## src/rtl/eep_pkg.sv

```systemverilog
`timescale 1ns/1ps
package eep_pkg;
    localparam int BYTE_W = 8;

    typedef enum logic [3:0] {
        S_IDLE,
        S_CTRL,
        S_CTRL_ACK,
        S_ADDR,
        S_ADDR_ACK,
        S_WDATA,
        S_WDATA_ACK,
        S_RDATA,
        S_RACK,
        S_HOLD
    } state_e;
endpackage

```

## src/rtl/eep_line_sync.sv

```systemverilog
`timescale 1ns/1ps
module eep_line_sync #(
    parameter int STAGES = 2
) (
    input  logic clk,
    input  logic rst_n,
    input  logic scl_i,
    input  logic sda_i,
    output logic scl_s,
    output logic sda_s,
    output logic scl_rise,
    output logic scl_fall,
    output logic start_p,
    output logic stop_p
);
    logic [STAGES-1:0] scl_sr_q, sda_sr_q;
    logic              scl_p_q, sda_p_q;

    // idle bus is high, so every flop resets to 1
    always_ff @(posedge clk or negedge rst_n) begin
        if (!rst_n) begin
            scl_sr_q <= '1;
            sda_sr_q <= '1;
            scl_p_q  <= 1'b1;
            sda_p_q  <= 1'b1;
        end else begin
            scl_sr_q <= {scl_sr_q[STAGES-2:0], scl_i};
            sda_sr_q <= {sda_sr_q[STAGES-2:0], sda_i};
            scl_p_q  <= scl_sr_q[STAGES-1];
            sda_p_q  <= sda_sr_q[STAGES-1];
        end
    end

    assign scl_s    = scl_sr_q[STAGES-1];
    assign sda_s    = sda_sr_q[STAGES-1];
    assign scl_rise = scl_s & ~scl_p_q;
    assign scl_fall = ~scl_s & scl_p_q;
    assign start_p  = scl_s & scl_p_q & sda_p_q & ~sda_s;
    assign stop_p   = scl_s & scl_p_q & ~sda_p_q & sda_s;
endmodule

```

## src/rtl/eep_regfile.sv

```systemverilog
`timescale 1ns/1ps
module eep_regfile #(
    parameter int AW = 4,
    parameter int DW = 8
) (
    input  logic          clk,
    input  logic          rst_n,
    input  logic          we,
    input  logic [AW-1:0] waddr,
    input  logic [DW-1:0] wdata,
    input  logic [AW-1:0] raddr,
    output logic [DW-1:0] rdata
);
    localparam int DEPTH = 1 << AW;

    logic [DW-1:0] mem_q [DEPTH];

    always_ff @(posedge clk or negedge rst_n) begin
        if (!rst_n) begin
            for (int i = 0; i < DEPTH; i++) mem_q[i] <= '0;
        end else if (we) begin
            mem_q[waddr] <= wdata;
        end
    end

    assign rdata = mem_q[raddr];
endmodule

```

## src/rtl/eep_wr_timer.sv

```systemverilog
`timescale 1ns/1ps
module eep_wr_timer #(
    parameter int TICKS = 500_000
) (
    input  logic clk,
    input  logic rst_n,
    input  logic start,
    output logic busy
);
    localparam int CW = $clog2(TICKS + 1);
    localparam logic [CW-1:0] LOAD = CW'(TICKS);
    localparam logic [CW-1:0] DEC  = CW'(1);

    logic [CW-1:0] cnt_d, cnt_q;

    always_comb begin
        cnt_d = cnt_q;
        if (start)            cnt_d = LOAD;
        else if (cnt_q != '0) cnt_d = cnt_q - DEC;
    end

    always_ff @(posedge clk or negedge rst_n) begin
        if (!rst_n) cnt_q <= '0;
        else        cnt_q <= cnt_d;
    end

    assign busy = (cnt_q != '0);
endmodule

```

## src/rtl/eep_2w_slave.sv

```systemverilog
`timescale 1ns/1ps
module eep_2w_slave #(
    parameter logic [6:0] DEV_ADDR    = 7'h50,
    parameter int         ADDR_W      = 4,
    parameter int         WR_TICKS    = 500_000,
    parameter int         SYNC_STAGES = 2
) (
    input  logic clk,
    input  logic rst_n,
    input  logic scl_i,
    input  logic sda_i,
    output logic sda_pull_o
);
    import eep_pkg::*;

    localparam logic [3:0]        LAST_BIT = 4'(BYTE_W);
    localparam logic [ADDR_W-1:0] ONE_A    = ADDR_W'(1);

    typedef struct packed {
        state_e              st;
        logic [3:0]          bits;
        logic [BYTE_W-1:0]   sh;
        logic [ADDR_W-1:0]   ptr;
        logic [ADDR_W-1:0]   waddr;
        logic [BYTE_W-1:0]   wdat;
        logic                wpend;
        logic                rw;
        logic                mack;
        logic                pull;
    } ctl_t;

    ctl_t st_d, st_q;

    logic scl_s, sda_s, scl_rise, scl_fall, start_p, stop_p;
    logic busy, mem_we, t_start;
    logic [BYTE_W-1:0] rd_data;

    eep_line_sync #(.STAGES(SYNC_STAGES)) u_sync (
        .clk(clk), .rst_n(rst_n), .scl_i(scl_i), .sda_i(sda_i),
        .scl_s(scl_s), .sda_s(sda_s), .scl_rise(scl_rise), .scl_fall(scl_fall),
        .start_p(start_p), .stop_p(stop_p)
    );

    eep_regfile #(.AW(ADDR_W), .DW(BYTE_W)) u_mem (
        .clk(clk), .rst_n(rst_n), .we(mem_we), .waddr(st_q.waddr),
        .wdata(st_q.wdat), .raddr(st_q.ptr), .rdata(rd_data)
    );

    eep_wr_timer #(.TICKS(WR_TICKS)) u_timer (
        .clk(clk), .rst_n(rst_n), .start(t_start), .busy(busy)
    );

    always_comb begin
        st_d    = st_q;
        mem_we  = 1'b0;
        t_start = 1'b0;
        if (start_p) begin
            // any START, repeated or not, drops an uncommitted byte
            st_d.st    = S_CTRL;
            st_d.bits  = '0;
            st_d.pull  = 1'b0;
            st_d.wpend = 1'b0;
        end else if (stop_p) begin
            st_d.st   = S_IDLE;
            st_d.pull = 1'b0;
            if (st_q.wpend) begin
                mem_we      = 1'b1;
                t_start     = 1'b1;
                st_d.wpend  = 1'b0;
                st_d.ptr    = st_q.waddr + ONE_A;
            end
        end else begin
            unique case (st_q.st)
                S_CTRL, S_ADDR, S_WDATA: begin
                    if (scl_rise && st_q.bits < LAST_BIT) begin
                        st_d.sh   = {st_q.sh[BYTE_W-2:0], sda_s};
                        st_d.bits = st_q.bits + 4'd1;
                    end else if (scl_fall && st_q.bits == LAST_BIT) begin
                        if (st_q.st == S_CTRL) begin
                            if (st_q.sh[7:1] == DEV_ADDR && !busy) begin
                                st_d.st   = S_CTRL_ACK;
                                st_d.pull = 1'b1;
                                st_d.rw   = st_q.sh[0];
                            end else begin
                                st_d.st = S_IDLE;
                            end
                        end else if (st_q.st == S_ADDR) begin
                            st_d.st   = S_ADDR_ACK;
                            st_d.pull = 1'b1;
                            st_d.ptr  = st_q.sh[ADDR_W-1:0];
                        end else begin
                            st_d.st    = S_WDATA_ACK;
                            st_d.pull  = 1'b1;
                            st_d.wdat  = st_q.sh;
                            st_d.waddr = st_q.ptr;
                            st_d.wpend = 1'b1;
                        end
                    end
                end
                S_CTRL_ACK: begin
                    if (scl_fall) begin
                        if (st_q.rw) begin
                            st_d.st   = S_RDATA;
                            st_d.bits = '0;
                            st_d.sh   = rd_data;
                            st_d.pull = ~rd_data[BYTE_W-1];
                            st_d.ptr  = st_q.ptr + ONE_A;
                        end else begin
                            st_d.st   = S_ADDR;
                            st_d.bits = '0;
                            st_d.pull = 1'b0;
                        end
                    end
                end
                S_ADDR_ACK: begin
                    if (scl_fall) begin
                        st_d.st   = S_WDATA;
                        st_d.bits = '0;
                        st_d.pull = 1'b0;
                    end
                end
                S_WDATA_ACK: begin
                    if (scl_fall) begin
                        st_d.st   = S_HOLD;
                        st_d.pull = 1'b0;
                    end
                end
                S_RDATA: begin
                    if (scl_rise && st_q.bits < LAST_BIT) begin
                        st_d.bits = st_q.bits + 4'd1;
                    end else if (scl_fall) begin
                        if (st_q.bits == LAST_BIT) begin
                            st_d.st   = S_RACK;
                            st_d.pull = 1'b0;
                        end else begin
                            st_d.sh   = {st_q.sh[BYTE_W-2:0], 1'b0};
                            st_d.pull = ~st_q.sh[BYTE_W-2];
                        end
                    end
                end
                S_RACK: begin
                    if (scl_rise) begin
                        st_d.mack = ~sda_s;
                    end else if (scl_fall) begin
                        if (st_q.mack) begin
                            st_d.st   = S_RDATA;
                            st_d.bits = '0;
                            st_d.sh   = rd_data;
                            st_d.pull = ~rd_data[BYTE_W-1];
                            st_d.ptr  = st_q.ptr + ONE_A;
                        end else begin
                            st_d.st   = S_HOLD;
                            st_d.pull = 1'b0;
                        end
                    end
                end
                default: ;
            endcase
        end
    end

    always_ff @(posedge clk or negedge rst_n) begin
        if (!rst_n) begin
            st_q <= '{st: S_IDLE, bits: '0, sh: '0, ptr: '0, waddr: '0,
                      wdat: '0, wpend: 1'b0, rw: 1'b0, mack: 1'b0, pull: 1'b0};
        end else begin
            st_q <= st_d;
        end
    end

    state_e     cur_state;
    logic [3:0] cur_bits;
    logic       cur_wpend;
    assign cur_state  = st_q.st;
    assign cur_bits   = st_q.bits;
    assign cur_wpend  = st_q.wpend;
    assign sda_pull_o = st_q.pull;
endmodule

```

## config.mk

```make
export PLATFORM = sky130hd
export DESIGN_NAME = eep_2w_slave
export DESIGN_NICKNAME = d
export VERILOG_FILES = /design/src/rtl/eep_pkg.sv /design/src/rtl/eep_line_sync.sv /design/src/rtl/eep_regfile.sv /design/src/rtl/eep_wr_timer.sv /design/src/rtl/eep_2w_slave.sv
export SDC_FILE = /design/constraint.sdc
export NUM_CORES = 1
export LEC_CHECK = 0
export BUFFER_PORTS_ARGS = -buffer_cell sky130_fd_sc_hd__buf_2
export CORE_ASPECT_RATIO = 0.6
export CORE_UTILIZATION = 40
export DETAILED_ROUTE_END_ITERATION = 10
export PLACE_DENSITY = 0.54
export SLEW_MARGIN = 10
export SYNTH_ARGS = -nofsm -noshare
export SYNTH_HDL_FRONTEND = slang
export SYNTH_HIERARCHICAL = 1
export SYNTH_SLANG_ARGS = --single-unit
```

## constraint.sdc

```tcl
create_clock -name clk -period 2.6 [get_ports clk]
set_input_delay 0.52 -clock clk [delete_from_list [all_inputs] [get_ports clk]]
set_output_delay 0.52 -clock clk [all_outputs]
set_load 0.02 [all_outputs]
```

# After elaboration in Yosys (flattened, before gate mapping)
# Cells that the tools add are included.
# W data, S select, Z words.
# op_classes
n_addsub	4
magnitude_cmp	4
eq_ne	52
mux	68
bitwise	20
reduce_logical	25
# op_table
operator	n
$bwmux W128	1
$mux W8	8
$mux W20	3
$ne A3 B3 Y1 const B	19
$mux W4	13
$ne A4 B4 Y1 const B	10
$mux W19	2
$mux W12	3
$mux W18	2
$bmux W8 S4	1
$demux W8 S4	1
$pmux W8 S4	1
$pmux W4 S6	1
$reduce_and A12 Y1	2
$mux W1	22
$ne A2 B2 Y1 const B	11
$pmux W4 S5	1
$reduce_bool A19 Y1	1
$sub A19 B1 Y19 const B	1
$mux W17	1
$eq A4 B3 Y1 const B	4
$mux W16	1
$reduce_and A7 Y1	2
$mux W13	1
32 further kinds	61
# word_totals
ff_bits	189
in_bits	4
output_inout_bits	1

# Logic depth before layout (Yosys ltp)
# logic_depth
ltp_word	11
ltp_mapped	9
mapped_depth_nobuf	9

# Modules after synthesis
# Netlist, hierarchy kept.
# modules_own_cells
module	instances	cells_each	area_each_um2	seq_area_each_um2
eep_regfile	1	365	5915.7	3203.1
eep_2w_slave	1	243	2339.7	900.9
eep_wr_timer	1	118	1104.8	475.5
eep_line_sync	1	10	190.2	157.7

# Worst setup path after synthesis
# No wires, ideal clock.
# synth_timing
kind	register -> register
start	register u_timer.cnt_q[7]
end	register st_q[2] (netlist bit)
arrival_time_ns	2.489
t_required_ns	2.475
slack_ns	-0.013
stages_incl_launch_ff	8
path_buffers	0
period_less_slack_ns	2.613
path_cell_list	dfrtp_1 or4_1 nor4_2 nand2_1 or4bb_1 nor4_1 nand2_1 mux2_2
# synth_between
elab_chain_len	4
# synth_rtl
item	line	source
start, declared	eep_wr_timer.sv:14	logic [CW-1:0] cnt_d, cnt_q;
start signal, assigned	eep_wr_timer.sv:24	else cnt_q <= cnt_d;
$reduce_bool A19 Y1	eep_wr_timer.sv:27	assign busy = (cnt_q != '0);
net busy	eep_2w_slave.sv:35	logic busy, mem_we, t_start;
$logic_not A1 Y1	eep_2w_slave.sv:80	if (st_q.sh[7:1] == DEV_ADDR && !busy) begin
$logic_and A1 B1 Y1	eep_2w_slave.sv:80	
$reduce_and A7 Y1 (no line)	-	
end signal, assigned	eep_2w_slave.sv:164	st_q <= '{st: S_IDLE, bits: '0, sh: '0, ptr: '0, waddr: '0,
end signal, assigned	eep_2w_slave.sv:167	st_q <= st_d;
end, declared	eep_2w_slave.sv:32	ctl_t st_d, st_q;
# The timed path passes the listed nets, and every way through them passes these cells.
# A chain may end at the register's enable or synchronous reset.

# Worst setup path after layout
# layout_timing
start	register u_timer.cnt_q[9]
end	register st_q[2] (netlist bit)
# The elaborated chain is that of the path after synthesis.

==> summary by stage <==
Worst setup path
Data arrives at the worst endpoint at 2980 ps. The number of cells on the worst reg-to-reg path is 7. In this run the worst path has a maximum fanout of 2. STA classifies the critical path startpoint as a flop. STA classifies the critical path endpoint as a flop. The register-to-register setup slack is -60 ps.

The critical path class is reg -> reg. STA puts the critical path data required time at 2920 ps.

Layout
0 antenna diodes ended up in the layout. The net count of the finished layout is 794. The layout overhead on the synthesized area is 15.77%. The most common cell after layout, fill and taps aside is sky130_fd_sc_hd__dfrtp_1. In the layout the commonest cells are sky130_fd_sc_hd__dfrtp_1, sky130_fd_sc_hd__mux2_2, sky130_fd_sc_hd__buf_4, sky130_fd_sc_hd__nand2_1, sky130_fd_sc_hd__mux4_2. In the final layout, the share of cells above drive strength 1 is 43.11%.

Power and ir drop
Of the total power, the share spent switching nets is 30.60%. IR analysis of the VDD net gives a maximum drop of 0.4263 mV. In this run, the combinational gates consume 26.2% of the power.

The clock network fraction of design power is 34.8%. The internal power of the cells totals 5879 uW. Registers are responsible for 39.0% of the overall power.

After layout, the design draws a total of 8471 uW. The switching power of the nets is 2592 uW. In this run the static leakage power is 0.005196 uW. For this design the ratio of total power to cell area is 766.1 nW/um^2.

Clock network
Clock latency on the worst-skew pair, taken at its later pin, is 440 ps. The hold buffer count at cts is 0. The clock tree root buffer cell is sky130_fd_sc_hd__clkbuf_16. Clock-pin slew was measured on the worst setup and hold paths at 70 ps. Counting every sink on the clock net gives 189. TritonCTS built the clock tree.

The CTS buffer count is 17. The H-tree was split into 4 levels. The maximum root-to-sink buffer count is 2.

Floorplan
The area of the core is 23240 sq um. The floorplan step set the die width to 201.5 um. The effective utilization at floorplan is 41.09%. The boundary pin count is 5.

The die covers 24520 sq um. The y dimension of the die is 121.7 um. The floorplan has 43 rows.

Status
The checks that failed: setup timing. The flow ran to the end, but the final reports show violations.

STA
The post-route worst setup slack is -58.13 ps. The final hold violation count came to 0. The clock arrives with 11.16 ps of skew.

After layout, the minimum clock period comes to 2658 ps. The number of max-slew violations in the final report was 0. The worst path uses 102.2% of the clock period. Setup violations remaining at the end of the flow were counted as 3. Headroom to the max-slew limit came out at 48.49%.

The tightest hold path in the finished design has a slack of 63.29 ps. Setup repair after global routing could not meet its margin everywhere. The worst-margin pin slew is 762.0 ps.

The maximum clock frequency is 0.3762 GHz. The setup TNS is -107.8 ps.

Logic synthesis
The most used flip-flop cell after synthesis is sky130_fd_sc_hd__dfrtp_1. The fraction of synthesis flops using an asynchronous set or reset pin is 100.0%. The number of nets handed over by synthesis was 745. The sequential fraction of the synthesis area is 49.60%. In this run, synthesis produced a sequential element count of 189. In the synthesized netlist, the number of instances is 736. The share of the synthesized area in the top cell type is 47.95%.

The post-synthesis cell area is 9550 sq um. The number of flops mapped to enable cells by yosys is 0. Of all cell types, the one taking the most synthesized area is sky130_fd_sc_hd__dfrtp_1. Yosys attributes the largest share of cell area to sky130_fd_sc_hd__dfrtp_1, sky130_fd_sc_hd__mux2_2, sky130_fd_sc_hd__mux4_2.

The mean post-synth cell area is 12.98 sq um. During synthesis, Yosys emitted a total of 6 warnings. The synthesized netlist contains 76 unique library cells.

Global routing
The via count of the first global-routing pass came to 6553. The remaining global-route overflow is 0. Entering global routing, the biggest net connects 63 pins. Global routing used 20.29% of the available tracks. The initial antenna violation count is 0. The first-pass GRT wire length is 37490 um.

Placed design
Summed over all nets, the half-perimeter wirelength after detailed placement is 16460 um. The number of input and output port buffers inserted is 4. The placer congestion estimate is 0.9033.

Route
In this run the remaining antenna-violating nets after routing total 0. The average wire per standard cell is 20.90 um. The detailed router finished its first iteration with 422 violations. The total routed wirelength is 23260 um. In the routed design, unresolved DRC markers number 0. The number of vias per cell is 5.690. Summing over every cut layer, the via total after detailed routing is 6333. For this run, the detailed router's first-pass iteration total came to 5.

Run
The number of max-capacitance violations reported is 0.

Worst hold path
The min-delay analysis places its worst path in the category in -> async.
-- power groups by stage --
stage | registers [uW] | clock network, uW | logic (uW)
after detailed placement | 3350 | 0 | 2180
after floorplan | 3250 | 0 | 1590
after global routing | 3330 | 3140 | 2440
final | 3300 | 2950 | 2220
after global placement | 3350 | 0 | 2170
after CTS | 3290 | 3030 | 2210
-- cells in the mapped netlist, drive strengths merged, types with 3 or more instances --
cell and count:
mux2 158, o22ai 3, or3 8, nand4 3
a22oi 16, mux2i 5, nand3 11, ha 5
or4b 4, and3b 3, o211ai 3, o31ai 6
or3b 4, or2 4, nor3b 3, xor2 3
nor2b 16, nor3 17, nand2b 8, or4 8
nand3b 4, clkbuf 22, nor2 28, a31oi 4
dfstp 6, o21ai 12, nor4 9, mux4 32
a211oi 9, buf 23, inv 11, nand2 51
a21oi 18, dfrtp 183, xnor2 4
-- cell families (layout without fill, tap and decap cells) --
family / Yosys count / in the layout / share of synthesized area, %
simple gates: 192 / 192 / 12.24
compound gates: 92 / 92 / 7.114
fa+ha+maj: 5 / 5 / 0.6551
flops: 189 / 189 / 49.60
buf+inv: 56 / 118 / 2.738
xor+xnor: 7 / 7 / 0.6420
mux: 195 / 195 / 27.01
-- final timing paths --
check,startpoint,end
setup / recovery,u_timer/cnt_q[9]$_DFFE_PN0P_,st_q[2]$_DFFE_PN0P_
hold / removal,rst_n,cur_state[0]$_DFFE_PN0P_
setup reg to reg,u_timer/cnt_q[9]$_DFFE_PN0P_,st_q[2]$_DFFE_PN0P_
min in group clk,scl_i,u_sync/scl_sr_q[0]$_DFF_PN1_
hold reg to reg,u_sync/scl_sr_q[0]$_DFF_PN1_,u_sync/scl_sr_q[1]$_DFF_PN1_
max in group asynchronous,rst_n,u_mem/mem_q[29]$_DFFE_PN0P_
-- layer usage --
layer,part of all wire [%],wire (um),vias up,GRT usage [%]
li1,-,-,2839,-
met1,51,11930,3347,31.40
met2,42,9849,126,28.36
met3,5.2,1203,21,4.494
met4,1.2,281,0,5.303
met5,0,0,-,0
-- critical path: stages, from the launching register on --
cell and delay (ps):
sky130_fd_sc_hd__dfrtp_1 400, sky130_fd_sc_hd__or4_4 570, sky130_fd_sc_hd__nor4_4 340, sky130_fd_sc_hd__nand2_2 120
sky130_fd_sc_hd__or4bb_4 600, sky130_fd_sc_hd__nor4_4 140, sky130_fd_sc_hd__nand2_1 80, sky130_fd_sc_hd__mux2_2 300
-- registers in the layout, indices dropped and copies added, names as in the netlist, 2 cells and up --
signal	cells
u_timer/cnt_q	19
cur_state	4
u_sync/sda_sr_q	2
st_q	26
u_sync/scl_sr_q	2
cur_bits	4
u_mem/mem_q	128
-- timing repair --
| action | 4_1_cts | 5_1_grt |
|---|---|---|
| endpoints found under the setup margin | 3 | 9 |
| gates resized for setup | 7 | 5 |
| pin swaps | 5 | 6 |
| setup buffers | 1 | 0 |
-- layout make-up --
class | count | area [sq um]
clock inverter | 12 | 209.0
inverter | 11 | 41.29
sequential | 189 | 4741
fill | 2020 | 12190
multi-input combinational | 491 | 4603
tap | 315 | 394.1
timing repair buffer | 75 | 611.8
clock buffer | 20 | 456.7
-- metrics by stage --
stage | util [%] | instances | worst slack (ps) | instance area, sq um
after floorplan | - | 736 | 45.98 | 9550
after global placement | 44.48 | 1081 | -208.9 | 10340
after detailed placement | 44.48 | 1081 | -221.0 | 10340
after CTS | 47.50 | 1114 | -37.18 | 11040
after global routing | 47.57 | 1113 | -161.0 | 11060
final | 47.57 | 1113 | -58.13 | 11060
(Power assumes the default switching activity.)
